## config.mk

```make
export PLATFORM = sky130hd
export DESIGN_NAME = guard_timer
export DESIGN_NICKNAME = d
export VERILOG_FILES = /design/src/rtl/guard_timer_pkg.sv /design/src/rtl/guard_timer_regs.sv /design/src/rtl/guard_timer_presc.sv /design/src/rtl/guard_timer_count.sv /design/src/rtl/guard_timer.sv
export SDC_FILE = /design/constraint.sdc
export NUM_CORES = 1
export LEC_CHECK = 0
export ABC_AREA = 0
export BUFFER_PORTS_ARGS = -buffer_cell sky130_fd_sc_hd__buf_2
export CORE_ASPECT_RATIO = 2
export CORE_UTILIZATION = 45
export DETAILED_ROUTE_END_ITERATION = 10
export SLEW_MARGIN = 20
export SYNTH_ARGS = -nofsm -noshare
export SYNTH_HDL_FRONTEND = slang
export SYNTH_SLANG_ARGS = --single-unit
```

## constraint.sdc

```tcl
create_clock -name clk -period 3.4 [get_ports clk]
set_input_delay 0.68 -clock clk [delete_from_list [all_inputs] [get_ports clk]]
set_output_delay 0.68 -clock clk [all_outputs]
set_load 0.02 [all_outputs]
```

## src/rtl/guard_timer_pkg.sv

```systemverilog
package guard_timer_pkg;

    localparam int unsigned GT_DATA_W    = 16;
    localparam int unsigned GT_ADDR_W    = 4;
    localparam int unsigned GT_NSRC      = 3;
    localparam int unsigned GT_DIVSEL_W  = 3;
    localparam int unsigned GT_MAX_CODE  = 5;
    localparam int unsigned GT_PRE_W     = 2 * GT_MAX_CODE;
    localparam int unsigned GT_CTRL_W    = GT_NSRC + GT_DIVSEL_W;

    localparam logic [GT_ADDR_W-1:0] OFS_CMP  = 4'h0;
    localparam logic [GT_ADDR_W-1:0] OFS_RUN  = 4'h4;
    localparam logic [GT_ADDR_W-1:0] OFS_CNT  = 4'h8;
    localparam logic [GT_ADDR_W-1:0] OFS_CTRL = 4'hC;

    typedef enum logic [2:0] {
        SEL_NONE,
        SEL_CMP,
        SEL_RUN,
        SEL_CNT,
        SEL_CTRL
    } reg_sel_e;

    typedef struct packed {
        logic [GT_DIVSEL_W-1:0] div;
        logic [GT_NSRC-1:0]     src;
    } ctrl_t;

    function automatic reg_sel_e decode(input logic [GT_ADDR_W-1:0] a);
        reg_sel_e s;
        unique case (a)
            OFS_CMP:  s = SEL_CMP;
            OFS_RUN:  s = SEL_RUN;
            OFS_CNT:  s = SEL_CNT;
            OFS_CTRL: s = SEL_CTRL;
            default:  s = SEL_NONE;
        endcase
        return s;
    endfunction

    // Terminal value of the prescaler for a divider code: 4^code - 1,
    // with codes above the largest one clamped.
    function automatic logic [GT_PRE_W-1:0] pre_last(input logic [GT_DIVSEL_W-1:0] code);
        int unsigned      c;
        logic [GT_PRE_W:0] one_hot;
        c = (int'(code) > int'(GT_MAX_CODE)) ? GT_MAX_CODE : int'(code);
        one_hot = '0;
        one_hot[2*c] = 1'b1;
        return GT_PRE_W'(one_hot - 1'b1);
    endfunction

endpackage

```

## src/rtl/guard_timer_regs.sv

```systemverilog
module guard_timer_regs
    import guard_timer_pkg::*;
#(
    parameter int unsigned DATA_W = GT_DATA_W,
    parameter int unsigned ADDR_W = GT_ADDR_W
) (
    input  logic              clk,
    input  logic              rst,
    input  logic              wr,
    input  logic [ADDR_W-1:0] addr,
    input  logic [DATA_W-1:0] wdata,
    input  logic [DATA_W-1:0] cnt_q,
    output logic [DATA_W-1:0] cmp_q,
    output logic              run_q,
    output ctrl_t             ctrl_q,
    output logic              cnt_ld,
    output logic [DATA_W-1:0] rdata
);

    localparam int unsigned PAD_RUN  = DATA_W - 1;
    localparam int unsigned PAD_CTRL = DATA_W - GT_CTRL_W;

    reg_sel_e sel;

    always_comb sel = decode(addr);

    assign cnt_ld = wr && (sel == SEL_CNT);

    always_ff @(posedge clk) begin
        if (rst) begin
            cmp_q  <= '0;
            run_q  <= 1'b0;
            ctrl_q <= '0;
        end else if (wr) begin
            case (sel)
                SEL_CMP:  cmp_q  <= wdata;
                SEL_RUN:  run_q  <= wdata[0];
                SEL_CTRL: ctrl_q <= ctrl_t'(wdata[GT_CTRL_W-1:0]);
                default:  ;
            endcase
        end
    end

    always_comb begin
        unique case (sel)
            SEL_CMP:  rdata = cmp_q;
            SEL_RUN:  rdata = {{PAD_RUN{1'b0}}, run_q};
            SEL_CNT:  rdata = cnt_q;
            SEL_CTRL: rdata = {{PAD_CTRL{1'b0}}, ctrl_q};
            default:  rdata = '0;
        endcase
    end

endmodule

```

## src/rtl/guard_timer_presc.sv

```systemverilog
module guard_timer_presc
    import guard_timer_pkg::*;
#(
    parameter int unsigned NSRC  = GT_NSRC,
    parameter int unsigned PRE_W = GT_PRE_W
) (
    input  logic                   clk,
    input  logic                   rst,
    input  logic                   run,
    input  logic                   clr,
    input  logic                   hold,
    input  logic [NSRC-1:0]        src_sel,
    input  logic [NSRC-1:0]        src_stb,
    input  logic [GT_DIVSEL_W-1:0] div_code,
    output logic                   step,
    output logic [PRE_W-1:0]       pre_q
);

    logic [NSRC-1:0]  lane_hit;
    logic             src_tick;
    logic [PRE_W-1:0] last;
    logic             wrap;

    for (genvar i = 0; i < NSRC; i++) begin : g_lane
        assign lane_hit[i] = src_sel[i] & src_stb[i];
    end

    assign src_tick = |lane_hit;
    assign last     = pre_last(div_code);
    assign wrap     = (pre_q == last);
    assign step     = run && !clr && !hold && src_tick && wrap;

    always_ff @(posedge clk) begin
        if (rst) begin
            pre_q <= '0;
        end else if (!run || clr) begin
            pre_q <= '0;
        end else if (!hold && src_tick) begin
            pre_q <= wrap ? '0 : pre_q + 1'b1;
        end
    end

endmodule

```

## src/rtl/guard_timer_count.sv

```systemverilog
module guard_timer_count
    import guard_timer_pkg::*;
#(
    parameter int unsigned DATA_W = GT_DATA_W
) (
    input  logic              clk,
    input  logic              rst,
    input  logic              run,
    input  logic [DATA_W-1:0] cmp,
    input  logic              ld,
    input  logic [DATA_W-1:0] ld_val,
    input  logic              step,
    output logic [DATA_W-1:0] cnt_q,
    output logic              match,
    output logic              fire
);

    logic match_q;

    assign match = run && (cnt_q == cmp);
    assign fire  = match && !match_q;

    always_ff @(posedge clk) begin
        if (rst) begin
            cnt_q   <= '0;
            match_q <= 1'b0;
        end else begin
            match_q <= match;
            if (ld) begin
                cnt_q <= ld_val;
            end else if (step) begin
                cnt_q <= cnt_q + 1'b1;
            end
        end
    end

endmodule

```

## src/rtl/guard_timer.sv

```systemverilog
module guard_timer
    import guard_timer_pkg::*;
(
    input  logic                 clk,
    input  logic                 rst,
    input  logic                 bus_wr,
    input  logic [GT_ADDR_W-1:0] bus_addr,
    input  logic [GT_DATA_W-1:0] bus_wdata,
    output logic [GT_DATA_W-1:0] bus_rdata,
    input  logic [GT_NSRC-1:0]   src_stb,
    output logic                 rst_req
);

    logic [GT_DATA_W-1:0] cmp_q;
    logic [GT_DATA_W-1:0] cnt_q;
    logic                 run_q;
    ctrl_t                ctrl_q;
    logic                 cnt_ld;
    logic                 step;
    logic                 match;
    logic [GT_PRE_W-1:0]  pre_q;

    guard_timer_regs #(
        .DATA_W (GT_DATA_W),
        .ADDR_W (GT_ADDR_W)
    ) u_regs (
        .clk    (clk),
        .rst    (rst),
        .wr     (bus_wr),
        .addr   (bus_addr),
        .wdata  (bus_wdata),
        .cnt_q  (cnt_q),
        .cmp_q  (cmp_q),
        .run_q  (run_q),
        .ctrl_q (ctrl_q),
        .cnt_ld (cnt_ld),
        .rdata  (bus_rdata)
    );

    guard_timer_presc #(
        .NSRC  (GT_NSRC),
        .PRE_W (GT_PRE_W)
    ) u_presc (
        .clk      (clk),
        .rst      (rst),
        .run      (run_q),
        .clr      (cnt_ld),
        .hold     (match),
        .src_sel  (ctrl_q.src),
        .src_stb  (src_stb),
        .div_code (ctrl_q.div),
        .step     (step),
        .pre_q    (pre_q)
    );

    guard_timer_count #(
        .DATA_W (GT_DATA_W)
    ) u_count (
        .clk    (clk),
        .rst    (rst),
        .run    (run_q),
        .cmp    (cmp_q),
        .ld     (cnt_ld),
        .ld_val (bus_wdata),
        .step   (step),
        .cnt_q  (cnt_q),
        .match  (match),
        .fire   (rst_req)
    );

endmodule

```

Word level (Yosys, flattened, before mapping)

Index checks and enable logic that the tools add are counted.

Output and inout port bits: 17
Bits of input ports: 26
Logic and storage cells: 54
Bits in registers: 50

Order comparisons: 3
Equal/unequal tests: 9
Reductions and logical operators: 21
Bitwise operators: 3
Add/sub/neg operators: 3
Multiplexer cells: 8

Operators by type and width:

| operator              | count |
|---|---|
| $pmux 16 s4           | 1 |
| $ge 32x1->1 const B   | 1 |
| $lt 32x5->1 const B   | 1 |
| $mux 16               | 2 |
| $add 16x1->16 const B | 1 |
| $eq 16x16->1          | 1 |
| $pmux 3 s4            | 1 |
| $add 10x1->10 const B | 1 |
| $eq 10x10->1          | 1 |
| $mux 10               | 1 |
| $sub 9x1->10 const B  | 1 |
| $logic_and 1x1->1     | 9 |
| $eq 4x4->1 const B    | 2 |
| $eq 3x2->1 const B    | 2 |
| $reduce_and 2->1      | 3 |
| $eq 4x3->1 const B    | 1 |
| $logic_not 1->1       | 4 |
| $logic_not 4->1       | 1 |
| $and 1x1->1           | 3 |
| $demux 1 s3           | 1 |
| $eq 3x1->1 const B    | 1 |
| $eq 3x3->1 const B    | 1 |
| $gt 3x3->1 const B    | 1 |
| $mux 3                | 1 |
| 5 further kinds       | 5 |

Logic depth before layout (Yosys ltp)

Gate-level depths: netlist of run 1.

Depth after elaboration: 11
Gate-level depth with buffers: 11
Gate-level depth less buffers: 9

Hierarchy

A second synthesis of run 1 with hierarchy kept.

Cells, all modules: 350
Area total of the unflattened synthesis: 3086.7 um^2

Modules (own cells, without submodules):

| module            | instances | area each (um^2) | cells each | seq. area each (um^2) |
|---|---|---|---|---|
| guard_timer_regs  | 1         | 1342.5           | 142        | 460.4 |
| guard_timer_count | 1         | 1099.8           | 131        | 340.3 |
| guard_timer_presc | 1         | 644.4            | 77         | 200.2 |

Worst setup path after synthesis of run 1

OpenSTA, ideal clock, no wires.

Path kind: flip-flop to output port
Start point: register u_count.cnt_q[9]
End point: output port rst_req
Slack: 0.492 ns
Arrival time: 2.228 ns
Buffers on the path: 1
Stages on the path, launching flop included: 7
Required time: 2.720 ns
Cell sequence: dfxtp_1 > buf_6 > xor2_1 > or4_1 > or4_4 > or2_2 > nor2_1

Cells in the longest elaborated chain, start to end: 3

RTL lines:

| item                   | line                    | RTL |
|---|---|---|
| start, declared        | guard_timer_count.sv:13 | `output logic [DATA_W-1:0] cnt_q,` |
| start signal, assigned | guard_timer_count.sv:30 | `cnt_q <= ld_val;` |
| start signal, assigned | guard_timer_count.sv:32 | `cnt_q <= cnt_q + 1'b1;` |
| $eq 16x16->1           | guard_timer_count.sv:20 | `assign match = run && (cnt_q == cmp);` |
| $logic_and 1x1->1      | guard_timer_count.sv:20 |  |
| $logic_and 1x1->1      | guard_timer_count.sv:21 | `assign fire = match && !match_q;` |
| end, declared          | guard_timer.sv:11       | `output logic rst_req` |

Every way passes these cells.

Worst setup path in the final report of run 1

Ends and elaborated chain as after synthesis.

==> results of run 1 <==
-- worst min-delay path: cells and delay by family, from the launching register on --
kind | cells | cell delay, ps
flops | 1 | 320
simple gates | 1 | 60
compound gates | 1 | 50
-- kinds of logic (layout without fill, tap and decap cells) --
group / Yosys count / in the layout / share of synthesized area [%]
xor+xnor: 22 / 22 / 6.20
fa+ha+maj: 3 / 3 / 1.21
mux: 3 / 3 / 0.967
compound gates: 94 / 94 / 22.2
flops: 50 / 50 / 32.2
simple gates: 193 / 193 / 32.1
buf+inv: 33 / 65 / 5.12
-- metrics by stage --
step                setup slack [ps]  power, mW
floorplan                        492      0.744
global placement                 320      0.795
detailed placement               283      0.798
CTS                              111       1.31
global route                     106       1.35
finish                           215       1.30
-- power by group --
part,total (mW),internal [mW],leakage (nW),switching [mW]
Combinational,0.155,0.0650,0.834,0.0901
Clock,0.511,0.292,0.0739,0.218
Sequential,0.632,0.603,0.405,0.0292
Total,1.30,0.960,1.31,0.338
-- worst paths after layout --
path	endpoint	slack (ps)	cells past startpoint
max reg2reg	u_count.cnt_q[12]	290	8
min	u_regs.ctrl_q[2]	480	2
max	rst_req	210	6
min reg2reg	u_regs.ctrl_q[2]	480	2
-- Yosys cell counts, types with 3 or more instances --
cell      count
nand2_1      68
dfxtp_1      50
a21oi_1      33
nand3_1      27
clkbuf_1     22
nor2_1       20
or4_1        17
xnor2_1      11
xor2_1       11
a22o_1       10
o31ai_1      10
nor4_1        9
or3_1         9
and3_1        8
nand4_1       8
nor3_1        6
o21ai_0       6
a22oi_1       5
inv_1         5
a211oi_1      4
a311oi_1      3
ha_1          3
mux2i_1       3
nor2b_1       3
o31a_1        3
or2_2         3
-- per-layer routing --
| layer | vias up | track usage, % |
|---|---|---|
| met4 | 0 | 11.9 |
| met1 | 1443 | 30.6 |
| li1 | 1547 | - |
| met3 | 15 | 4.02 |
| met5 | - | 0 |
| met2 | 68 | 45.9 |
-- cell type report --
cell class | count | share of cell area [%]
clock buffers | 7 | 4.06
clock inverters | 1 | 0.142
flip-flops and latches | 50 | 28.5
well taps | 88 | 3.13
multi-input cells | 315 | 55.5
repair buffers | 52 | 8.11
inverters | 5 | 0.534
-- flip-flops by register name (all words and copies together), names as in the netlist --
register,count
u_presc.pre_q,10
u_count.cnt_q,16
u_count.match_q,1
u_regs.run_q,1
u_regs.ctrl_q,6
u_regs.cmp_q,16
==> results.yml, run 1 <==
cts:
  clk_transition_reported_paths_ps: 70
  htreeDepth: 2
  ctsResizeCount: 0
  cts.root.buffer_cell: "clkbuf_16"
  cts_tree: "done"
  cts_buffers: 5
  clock-sinks: 50
  cts_max_path_buffers: 2
  insertion_delay_ps: 290
  cts_setup_buffers: 0
  hold_buffers: 0
sta:
  whs_ps: 481
  fmax_ghz: 0.314
  slew_headroom_pct: 48.9
  final-setup-viol-count: 0
  fin_tns_setup_ps: 0
  rsz0062_at_grt: "false"
  fin_crit_sh_pct: 93.7
  slew_viol_final: 0
  worst_pin_slew_ps: 766
  finalClockSkew_ps: 4.43
  hold_viol_final: 0
  fin_crit_ps: 3190
drt:
  wl_met3_um: 249
  drc: 0
  wl_met1_um: 3560
  vias: 3073
  antenna_left: 0
  met2_wirelength_um: 4780
  drt-wirelength-per-cell_um: 17.1
  top_layer: "met4"
  viasPerCell: 5.93
  drtIter0Drc: 228
  dr.pass1.iters: 4
  routed_wirelength_um: 8860
min_path:
  min_path_type: "flop to flop"
  min_from: "u_regs.ctrl_q[2]"
run_status:
  status: "finished clean"
setup_path:
  critPathKind: "flop to output port"
  path_buf_inv: 1
  startpoint: "u_count.cnt_q[9]"
  critPathMaxFanout: 9
  crit_family: "simple AND/OR/NAND/NOR gates"
  cp.required_ps: 2720
  cpPeakStageDelay_ps: 570
  start_kind: "flop"
  cp.arrival_ps: 2510
  crit_chain: "xor2_1 > or4_1 > or4_4 > or2_2 > nor2_1 > buf_2"
  end_kind: "output port"
  crit-reg2reg-launch: "u_regs.ctrl_q[3]"
  slowest_stage: "or4_4"
floorplanning:
  start_util_pct: 46.9
  core_mm2: 0.00662
  ios: 43
  row_count: 42
  dieArea_mm2: 0.00726
  die_h_um: 119
  die_w_um: 60.7
finish:
  utilization_pct: 53.1
  finalNetCount: 458
  drive_gt1_share_pct: 16.3
  seqCellArea_mm2: 0.00100
  syn2layout_area_growth_pct: 13.2
  num_antenna_cells: 0
  multi_input_area_mm2: 0.00195
  final_cell_mix: "nand2_1 (68), dfxtp_1 (49), buf_2 (42)"
  n_fill_cell: 700
  layout_commonest_cell: "nand2_1"
  final_cells: 518
  fin_area_mm2: 0.00352
yosys:
  ys_ff_latch: 50
  ys_warn_count: 0
  synth_cells: 398
  synth.distinct_cells: 57
  synth_area_per_cell_um2: 7.80
  synth_top_area_cell: "dfxtp_1"
  synth_edf_count: 0
  synth_area_mm2: 0.00311
  async_flop_share_pct: 0
  ys.flop_type: "dfxtp_1"
  yosysTopAreaCellShare_pct: 32.2
  syn_nets: 427
  synth.area.top_cells: "dfxtp_1 (32%), nand2_1 (8.2%), a21oi_1 (5.3%), nand3_1 (4.4%), or4_1 (4.1%)"
  synth_seq_area_share_pct: 32.2
global_route:
  grt_overflow_total: 0
  grt_max_degree: 32
  grt_pass1_vias: 2884
  grt_pass1_wl_um: 14400
  grt_use_total_pct: 26.6
  antenna_found_initial: 0
place:
  port_buffers: 42
  dpl.hpwl_um: 6630
  postPlaceCellArea_mm2: 0.00337
  dp.cells: 510
  place_congestion: 0.833
power_and_ir_drop:
  vdd_drop_max_v: 0.000284
  leakagePower_nw: 1.31
  p_per_area_mw_per_mm2: 369
flow_run:
  cap_violations: 0
Power figures use the tool's default switching activity.
==> run 2: changes to the inputs <==
--- a/config.mk
+++ b/config.mk
@@ -7,7 +7,6 @@
 export LEC_CHECK = 0
 export ABC_AREA = 0
 export BUFFER_PORTS_ARGS = -buffer_cell sky130_fd_sc_hd__buf_2
-export CORE_ASPECT_RATIO = 2
 export CORE_UTILIZATION = 45
 export DETAILED_ROUTE_END_ITERATION = 10
 export SLEW_MARGIN = 20
==> run 2 against run 1 <==
Critical path depth stayed put. Core utilization grew 0.28 points. Hold slack better by 7.0 ps. First-iteration DRC count is 28% lower. Setup slack lost 46 ps. Highest routed layer unchanged. Via count up 0.81%. Count of clock-buffer cells in the layout unchanged. Clock skew increased by 2.5 ps. Global-route usage decreased by 1.8 points. Routed wire length is 1.7% lower.
==> results.yml, run 2 (synthesis gave the netlist of run 1 again) <==
run_status:
  status: "finished clean"
power_and_ir_drop:
  leakagePower_nw: 1.30
  seqPwrFrac_pct: 53.7
  p_per_area_mw_per_mm2: 337
  totalPowerFinal_mw: 1.17
  vdd_drop_max_v: 0.000154
  clockPowerShare_pct: 31.9
  internal_power_mw: 0.837
  swShare_pct: 28.4
  switchingPower_mw: 0.331
  comb_power_share_pct: 14.4
drt:
  top_layer: "met4"
  wl_met3_um: 485
  drt-wirelength-per-cell_um: 17.1
  antenna_left: 0
  routed_wirelength_um: 8710
  vias: 3098
  dr.pass1.iters: 5
  drc: 0
  met2_wirelength_um: 3800
  wl_met1_um: 4360
  drtIter0Drc: 164
  viasPerCell: 6.07
finish:
  drive_gt1_share_pct: 16.6
  finalNetCount: 461
  num_antenna_cells: 0
  seqCellArea_mm2: 0.00100
  n_fill_cell: 647
  final_cell_mix: "nand2_1 (68), dfxtp_1 (50), buf_2 (42)"
  syn2layout_area_growth_pct: 11.6
  reg_top3: "u_count.cnt_q (16), u_regs.cmp_q (16), u_presc.pre_q (10)"
  layout_commonest_cell: "nand2_1"
  multi_input_area_mm2: 0.00195
setup_path:
  critPathMaxFanout: 6
  crit_family: "simple AND/OR/NAND/NOR gates"
  cpPeakStageDelay_ps: 570
  slowest_stage: "or4_4"
  crit_chain: "xor2_1 > or4_1 > or4_4 > or2_2 > nor2_1 > buf_2"
  cp.arrival_ps: 2550
  path_buf_inv: 1
  critPathKind: "flop to output port"
  start_kind: "flop"
  cp.required_ps: 2720
  end_kind: "output port"
cts:
  cts.root.buffer_cell: "clkbuf_8"
  htreeDepth: 2
  cts_max_path_buffers: 2
  cts_setup_buffers: 0
  insertion_delay_ps: 310
  cts_buffers: 5
  clk_transition_reported_paths_ps: 100
  clock-sinks: 50
  cts_tree: "done"
  ctsResizeCount: 0
  hold_buffers: 0
place:
  dpl.hpwl_um: 6400
  port_buffers: 42
  place_congestion: 0.840
floorplanning:
  row_count: 29
  die_h_um: 85.1
  core_mm2: 0.00649
  die_w_um: 85.1
  dieArea_mm2: 0.00724
  ios: 43
  start_util_pct: 47.8
sta:
  fin_crit_sh_pct: 95.0
  final-setup-viol-count: 0
  slew_headroom_pct: 52.2
  fin_tns_setup_ps: 0
  worst_pin_slew_ps: 717
  rsz0062_at_grt: "false"
  fmax_ghz: 0.309
  slew_viol_final: 0
  hold_viol_final: 0
  finalClockSkew_ps: 6.91
  fin_crit_ps: 3230
min_path:
  min_path_type: "flop to flop"
global_route:
  grt_overflow_total: 0
  antenna_found_initial: 0
  grt_use_total_pct: 24.7
  grt_pass1_wl_um: 14200
  grt_max_degree: 24
  grt_pass1_vias: 2774
flow_run:
  cap_violations: 0
run 2: changes by cell type in the layout (fill, tap and decap cells not counted):
| cell | change |
|---|---|
| clkbuf_16 | -5 |
| clkbuf_8 | +5 |
| buf_4 | +3 |
| dfxtp_2 | -1 |
| dfxtp_1 | +1 |
run 2: per-layer routing:
layer / vias up / global-route usage (%)
met5: - / 0
met4: 0 / 4.78
met3: 6 / 4.57
met2: 90 / 38.3
met1: 1457 / 35.9
li1: 1545 / -
run 2: final timing paths:
kind | from | endpoint | slack [ps] | cells past startpoint
min | u_regs.cmp_q[7] | u_regs.cmp_q[7] | 490 | 2
max | u_count.cnt_q[15] | rst_req | 170 | 6
max reg2reg | u_regs.ctrl_q[3] | u_count.cnt_q[14] | 210 | 8
min reg2reg | u_regs.cmp_q[7] | u_regs.cmp_q[7] | 490 | 2
run 2: tightest hold or removal path: stages, from the launching register on:
cell and delay (ps):
dfxtp_1 340, nand2_1 60, a21oi_1 50
run 2: power groups by stage:
stage	clock, mW	sequential, mW	combinational (mW)
final	0.373	0.627	0.169
after global placement	0	0.639	0.164
after floorplan	0	0.631	0.113
after global routing	0.404	0.629	0.186
after CTS	0.376	0.625	0.167
after detailed placement	0	0.639	0.166
run 2: cell type report:
class / count / area share (%)
inverter: 5 / 0.541
clock buffer: 7 / 2.49
timing repair buffer: 55 / 8.88
tap: 77 / 2.78
clock inverter: 1 / 0.144
multi-input combinational: 315 / 56.3
sequential: 50 / 28.9
run 2: stage by stage:
step / instances / instance area, um2 / utilization, % / setup WS, ps / hold slack, ps
final: 510 / 3470 / 53.4 / 168 / 488
after detailed placement: 502 / 3380 / 52.0 / 232 / 476
after global placement: 502 / 3380 / 52.0 / 340 / 470
after floorplan: 398 / 3110 / - / 492 / 448
after CTS: 510 / 3470 / 53.4 / 185 / 489
after global routing: 510 / 3470 / 53.4 / 61.9 / 510
